$ cat config.mk
export PLATFORM = sky130hd
export DESIGN_NAME = edge_sel_counter
export DESIGN_NICKNAME = d
export VERILOG_FILES = /design/src/rtl/edge_cnt_pkg.sv /design/src/rtl/ecnt_sync.sv /design/src/rtl/ecnt_edge_qual.sv /design/src/rtl/ecnt_core.sv /design/src/rtl/edge_sel_counter.sv
export SDC_FILE = /design/constraint.sdc
export NUM_CORES = 1
export LEC_CHECK = 0
export ABC_CLOCK_PERIOD_IN_PS = 1300
export BUFFER_PORTS_ARGS = -buffer_cell sky130_fd_sc_hd__buf_2
export CAP_MARGIN = 20
export CORE_AREA = 2 2 39 41
export DETAILED_ROUTE_END_ITERATION = 12
export DIE_AREA = 0 0 41 43
export GPL_ROUTABILITY_DRIVEN = 0
export GPL_TIMING_DRIVEN = 0
export PLACE_DENSITY = 0.55
export SYNTH_ARGS = -nofsm -noshare
export SYNTH_HDL_FRONTEND = slang
export SYNTH_HIERARCHICAL = 1
export SYNTH_SLANG_ARGS = --single-unit
$ cat constraint.sdc
create_clock -name clk -period 1.3 [get_ports clk]
set_input_delay 0.26 -clock clk [delete_from_list [all_inputs] [get_ports clk]]
set_output_delay 0.26 -clock clk [all_outputs]
set_load 0.005 [all_outputs]
$ cat src/rtl/edge_cnt_pkg.sv
package edge_cnt_pkg;

  typedef enum logic {
    BASE_BIN = 1'b0,
    BASE_DEC = 1'b1
  } count_base_e;

  localparam int unsigned CNT_W = 4;

  function automatic int unsigned base_modulus(count_base_e b);
    return (b == BASE_DEC) ? 10 : 16;
  endfunction

endpackage

$ cat src/rtl/ecnt_sync.sv
module ecnt_sync #(
  parameter int unsigned W      = 1,
  parameter int unsigned STAGES = 2
) (
  input  logic         clk,
  input  logic [W-1:0] d,
  output logic [W-1:0] q
);

  logic [W-1:0] chain [STAGES];

  always_ff @(posedge clk) chain[0] <= d;

  genvar gi;
  generate
    for (gi = 1; gi < STAGES; gi++) begin : g_stage
      always_ff @(posedge clk) chain[gi] <= chain[gi-1];
    end
  endgenerate

  assign q = chain[STAGES-1];

endmodule

$ cat src/rtl/ecnt_edge_qual.sv
module ecnt_edge_qual (
  input  logic clk,
  input  logic rst,
  input  logic pulse_s,
  input  logic en_s,
  output logic step
);

  logic pulse_d;
  logic en_d;
  logic pulse_up;
  logic en_down;

  // Previous samples follow the inputs even during clear, so the
  // release of clear never looks like an edge.
  always_ff @(posedge clk) begin
    pulse_d <= pulse_s;
    en_d    <= en_s;
  end

  // Each edge is qualified by the other input's value before the edge,
  // so simultaneous qualifying edges are both recognised.
  always_comb begin
    pulse_up = pulse_s & ~pulse_d & en_d;
    en_down  = ~en_s & en_d & ~pulse_d;
    step     = pulse_up | en_down;
  end

  AST_STEP_NEEDS_CHANGE: assert property (@(posedge clk) disable iff (rst)
    step |-> (pulse_s != $past(pulse_s)) || (en_s != $past(en_s)));

  AST_NO_STEP_ON_PULSE_FALL: assert property (@(posedge clk) disable iff (rst)
    ($fell(pulse_s) && $stable(en_s)) |-> !step);

  AST_NO_STEP_ON_EN_RISE: assert property (@(posedge clk) disable iff (rst)
    ($rose(en_s) && $stable(pulse_s)) |-> !step);

endmodule

$ cat src/rtl/ecnt_core.sv
module ecnt_core
  import edge_cnt_pkg::*;
#(
  parameter count_base_e BASE = BASE_BIN
) (
  input  logic             clk,
  input  logic             rst,
  input  logic             step,
  output logic [CNT_W-1:0] count
);

  localparam int unsigned MOD = base_modulus(BASE);
  localparam logic [CNT_W-1:0] LAST = CNT_W'(MOD - 1);

  logic [CNT_W-1:0] cnt_q;
  logic [CNT_W-1:0] cnt_inc;

  generate
    if (MOD == (1 << CNT_W)) begin : g_pow2
      assign cnt_inc = cnt_q + 1'b1;
    end else begin : g_wrap
      assign cnt_inc = (cnt_q == LAST) ? '0 : cnt_q + 1'b1;
    end
  endgenerate

  always_ff @(posedge clk) begin
    if (rst)       cnt_q <= '0;
    else if (step) cnt_q <= cnt_inc;
  end

  assign count = cnt_q;

  AST_IN_RANGE: assert property (@(posedge clk) disable iff (rst)
    count <= LAST);

  AST_HOLD_NO_STEP: assert property (@(posedge clk) disable iff (rst)
    !step |=> $stable(count));

  AST_ADVANCE_ON_STEP: assert property (@(posedge clk) disable iff (rst)
    step |=> count != $past(count));

  AST_WRAP_TO_ZERO: assert property (@(posedge clk) disable iff (rst)
    (step && count == LAST) |=> count == '0);

endmodule

$ cat src/rtl/edge_sel_counter.sv
module edge_sel_counter
  import edge_cnt_pkg::*;
#(
  parameter count_base_e BASE        = BASE_BIN,
  parameter int unsigned SYNC_STAGES = 2
) (
  input  logic             clk,
  input  logic             mclr,
  input  logic             cnt_pulse,
  input  logic             cnt_en,
  output logic [CNT_W-1:0] count
);

  localparam int unsigned NSYNC = 3;

  logic [NSYNC-1:0] raw_in;
  logic [NSYNC-1:0] sync_in;
  logic             clr_s;
  logic             pulse_s;
  logic             en_s;
  logic             step;

  assign raw_in = {mclr, cnt_en, cnt_pulse};

  ecnt_sync #(.W(NSYNC), .STAGES(SYNC_STAGES)) u_sync (
    .clk (clk),
    .d   (raw_in),
    .q   (sync_in)
  );

  assign pulse_s = sync_in[0];
  assign en_s    = sync_in[1];
  assign clr_s   = sync_in[2];

  ecnt_edge_qual u_qual (
    .clk     (clk),
    .rst     (clr_s),
    .pulse_s (pulse_s),
    .en_s    (en_s),
    .step    (step)
  );

  ecnt_core #(.BASE(BASE)) u_core (
    .clk   (clk),
    .rst   (clr_s),
    .step  (step),
    .count (count)
  );

  AST_ONE_STEP_PER_CYCLE: assert property (@(posedge clk) disable iff (clr_s)
    step |=> (count == $past(count) + 1'b1) || (count == '0));

endmodule

== Word level (Yosys, flattened, before mapping) ==
Memories as Yosys holds them, arrays and structs flattened.
Index checks and enable logic that the tools add are counted.

* Bitwise gates (word level): 7
* Add/subtract/negate cells: 1

{| class="wikitable"
|+ Operator list
! kind !! number
|-
| 4-bit by 1-bit adder with 4-bit output, second input constant || 1
|-
| 1-bit AND || 4
|-
| 1-bit NOT || 2
|-
| 1-bit OR || 1
|}

* Word-level logic and storage cells: 12
* RAM bits: 6
* Flip-flop bits (word level): 6
* Output and inout bits: 4
* Input port bits: 4
* Memories: 1

{| class="wikitable"
|+ Memory list
! name !! depth !! bits a word !! read ports !! clocked after Yosys merged registers in !! wr ports !! line !! source
|-
| u_sync.chain || 2 || 3 || 2 || 0 || 2 || ecnt_sync.sv:10 || <nowiki>logic [W-1:0] chain [STAGES];</nowiki>
|}

== Logic depth before layout (Yosys ltp) ==
* Depth in word-level cells: 4
* Depth in mapped cells: 5
* Depth with buffers taken out: 4

== Cells and area by module ==
Netlist, hierarchy kept.

{| class="wikitable"
|+ Modules (own cells, without submodules)
! module !! times used !! sequential area each (µm²) !! cells each !! area an instance (µm²)
|-
| ecnt_core || 1 || 80.1 || 16 || 178.9
|-
| ecnt_sync || 1 || 120.1 || 9 || 142.6
|-
| ecnt_edge_qual || 1 || 40.0 || 4 || 66.3
|}

== Worst setup path after synthesis ==
Ideal clock, no wire load.

* Path kind: reg2reg
* From: memory u_sync/chain[0][4] in the netlist's numbering
* To: register u_core.cnt_q[3] (netlist: u_core/count[3])
* Arrival time: 1.262 ns
* Slack: -0.083 ns
* Stages on the path, launching flop included: 6
* Buffers on the path: 1
* Cells stage by stage: dfxtp_1 -> buf_4 -> nor2b_4 -> nor3b_2 -> nand4_2 -> mux2_4

{| class="wikitable"
|+ RTL lines
! element !! line !! source
|-
| start, declared || ecnt_sync.sv:10 ||
|-
| end signal, assigned || ecnt_core.sv:28 || <nowiki>else if (step) cnt_q <= cnt_inc;</nowiki>
|-
| end, declared || ecnt_core.sv:15 || <nowiki>logic [CNT_W-1:0] cnt_q;</nowiki>
|}

==> results.ini <==
[grt]
antenna_found_initial=0
grt_max_degree=7
grt.overflow.total=0
grt_usage_pct=7.374
grt_pass1_vias=220
grt_pass1_wl_um=814

[job]
cap_violations=0

[clock_network]
clk_pin_slew_ns=0.06
cts_buffer_depth=2
cts_root_buf=clkbuf_4
ctsResizeCount=0
htreeDepth=1
insertion_delay_ns=0.26
postCtsHoldBufs=0
cts_sinks=12
numCtsBuffers=3
cts_tree=done

[detailed_routing]
ant_nets=0
dr.pass1.iters=2
routedWlPerCell_um=8.909
initialDrtViolationCount=1
drc_errors=0
wl_um=490
avgViaCountPerCell=4.018
routed-via-count=221

[power]
peakVddDrop_v=0.0006730
design_power_total_mw=0.6350
power_density_nw_per_um2=1346
leakage_nw=0.2239

[worst_setup_path]
rrSetupSlack_ns=0.12
slowest_stage=dfxtp_1
max_stage_delay_ns=0.30
end_kind=register
reg2reg_to=u_core/count[3]$_SDFFE_PP0P_
crit_family=simple AND/OR/NAND/NOR gates
reg2reg_from=u_sync/chain[0][3]$_DFF_P_
r2r.worst_path.cells=5
crit_chain=buf_4 > nor2b_4 > nor3b_4 > nand4_2 > mux2_4
required_ns=1.45
path_buf_inv=1
worstSetupPathType=register to register
cp_data_arrival_time_ns=1.33
crit_fanout=2
cp-start-kind=register
startpoint=u_sync/chain[0][3]$_DFF_P_

[yosys]
yosysWarnings=6
synth_top_cell_area_share_pct=61.94
synthesis.nets=34
syn_area_sq_um=387.9
syn_inst=29
ys_seq_elements=12
yosysSeqAreaShare_pct=61.94
synth_cell_type_count=14
synth_area_leader_cell=dfxtp_1
syn_avg_cell_area_sq_um=13.37
synthTopCellsByArea=dfxtp_1 (62%), buf_4 (5.8%), mux2_4 (3.9%), nor2b_4 (3.5%), ha_1 (3.2%)

[place]
numPortBuffers=7
dp_hpwl_um=370.6

[hold_path]
holdPathEnd=u_sync/chain[0][2]$_DFF_P_
hold_path_depth=1
worstHoldPathType=primary input to register
hp-start=mclr

[final_layout]
multi_input_area_sq_um=131.4
syn_to_final_growth_pct=21.61
regArea_sq_um=240.2
finalNetCount=46
antennaDiodeCount=0
final_layout_size_suffix_gt1_share_pct=46.15
final.fill_count=151

[sta]
post-route-min-period_ns=1.180
skew_ns=0.002447
worstMarginPinSlew_ns=0.1886
tns_ns=0
final_hold_viol_count=0
fin_crit_sh_pct=90.75
max_freq_ghz=0.8476
setup_viol=0
slew_violations=0
rsz0062_at_grt=false
slew_headroom_pct=87.41

[status]
outcome=finished clean

[floorplan]
fp.dieW_um=41
start_util_pct=28.03
die_h_um=43
die_area_sq_um=1763
rows=14
ios=8
core_sq_um=1384

[registers in the layout (all words and copies together) (netlist names)]
signal	count
u_qual/en_d	1
u_sync/chain	6
u_qual/pulse_d	1
u_core/count	4
[layout make-up]
| cell class | count | area share [%] |
|---|---|---|
| Clock buffer | 3 | 4.775 |
| Buffer | 2 | 3.183 |
| Sequential cell | 12 | 50.93 |
| Tap cell | 16 | 4.244 |
| Multi-Input combinational cell | 14 | 27.85 |
| Timing Repair Buffer | 8 | 9.019 |
[cells by family after synthesis]
logic type / Yosys count / synth area share, %
AOI/OAI and AO/OA: 2 / 3.870
xor gates and xnor gates: 1 / 2.258
adders and majority gates: 1 / 3.225
buffers and inverters: 3 / 5.806
DFF: 12 / 61.94
muxes: 2 / 6.451
and+or+nand+nor: 8 / 16.45
[routing by layer]
layer / vias up / routed length [um] / GRT usage [%]
li1: 117 / - / -
met1: 97 / 214 / 6.885
met2: 7 / 233 / 10.63
met3: 0 / 42 / 4.712
met4: 0 / 0 / 6.000
met5: - / 0 / 0
[report_power, final]
part / internal [mW] / switching [mW] / leakage (nW) / total, mW
sequential: 0.384 / 0.00819 / 0.0999 / 0.393
clock: 0.107 / 0.0987 / 0.0138 / 0.205
combinational: 0.0224 / 0.0148 / 0.110 / 0.0371
total: 0.513 / 0.122 / 0.224 / 0.635
[repair_timing]
action | 4_1_cts | 5_1_grt
setup endpoints to repair | 1 | 2
gates cloned | 0 | 0
buffers inserted | 1 | 0
pin swaps | 1 | 1
[cell usage after synthesis (all sizes together)]
cell type,n
nand3b,1
ha,1
mux2,1
buf,3
a21bo,1
xnor2,1
nor3b,1
dfxtp,12
nand4,1
mux2i,1
nor2b,2
nor2,3
a21oi,1
[through the flow]
| stage | instances | hold slack [ns] | worst slack (ns) | utilization (%) | area, sq um |
|---|---|---|---|---|---|
| after floorplan | 29 | 0.2877 | -0.02023 | - | 394.1 |
| after global placement | 52 | 0.3105 | -0.07534 | 32.46 | 449.2 |
| after detailed placement | 52 | 0.3121 | -0.09797 | 32.46 | 449.2 |
| after CTS | 56 | 0.08773 | 0.008609 | 34.63 | 479.2 |
| after global routing | 55 | 0.08635 | 0.06056 | 34.09 | 471.7 |
| final | 55 | 0.1000 | 0.1203 | 34.09 | 471.7 |
[layout by cell type (no fill, tap or decap), types with 3 or more instances in the layout]
cell type / Yosys / final
buf_2: 0 / 7
clkbuf_4: 0 / 3
buf_4: 3 / 3
nor2_1: 3 / 3
dfxtp_1: 12 / 12
[how the worst max path moves through the flow]
stage | to | cells past startpoint
2_1_floorplan | u_core/count[3]$_SDFFE_PP0P_ | 5
3_3_place_gp | u_core/count[3]$_SDFFE_PP0P_ | 5
3_5_place_dp | u_core/count[3]$_SDFFE_PP0P_ | 5
4_1_cts | u_core/count[3]$_SDFFE_PP0P_ | 5
5_1_grt | u_core/count[3]$_SDFFE_PP0P_ | 5
6_report | u_core/count[3]$_SDFFE_PP0P_ | 5
Power figures use the tool's default switching activity.
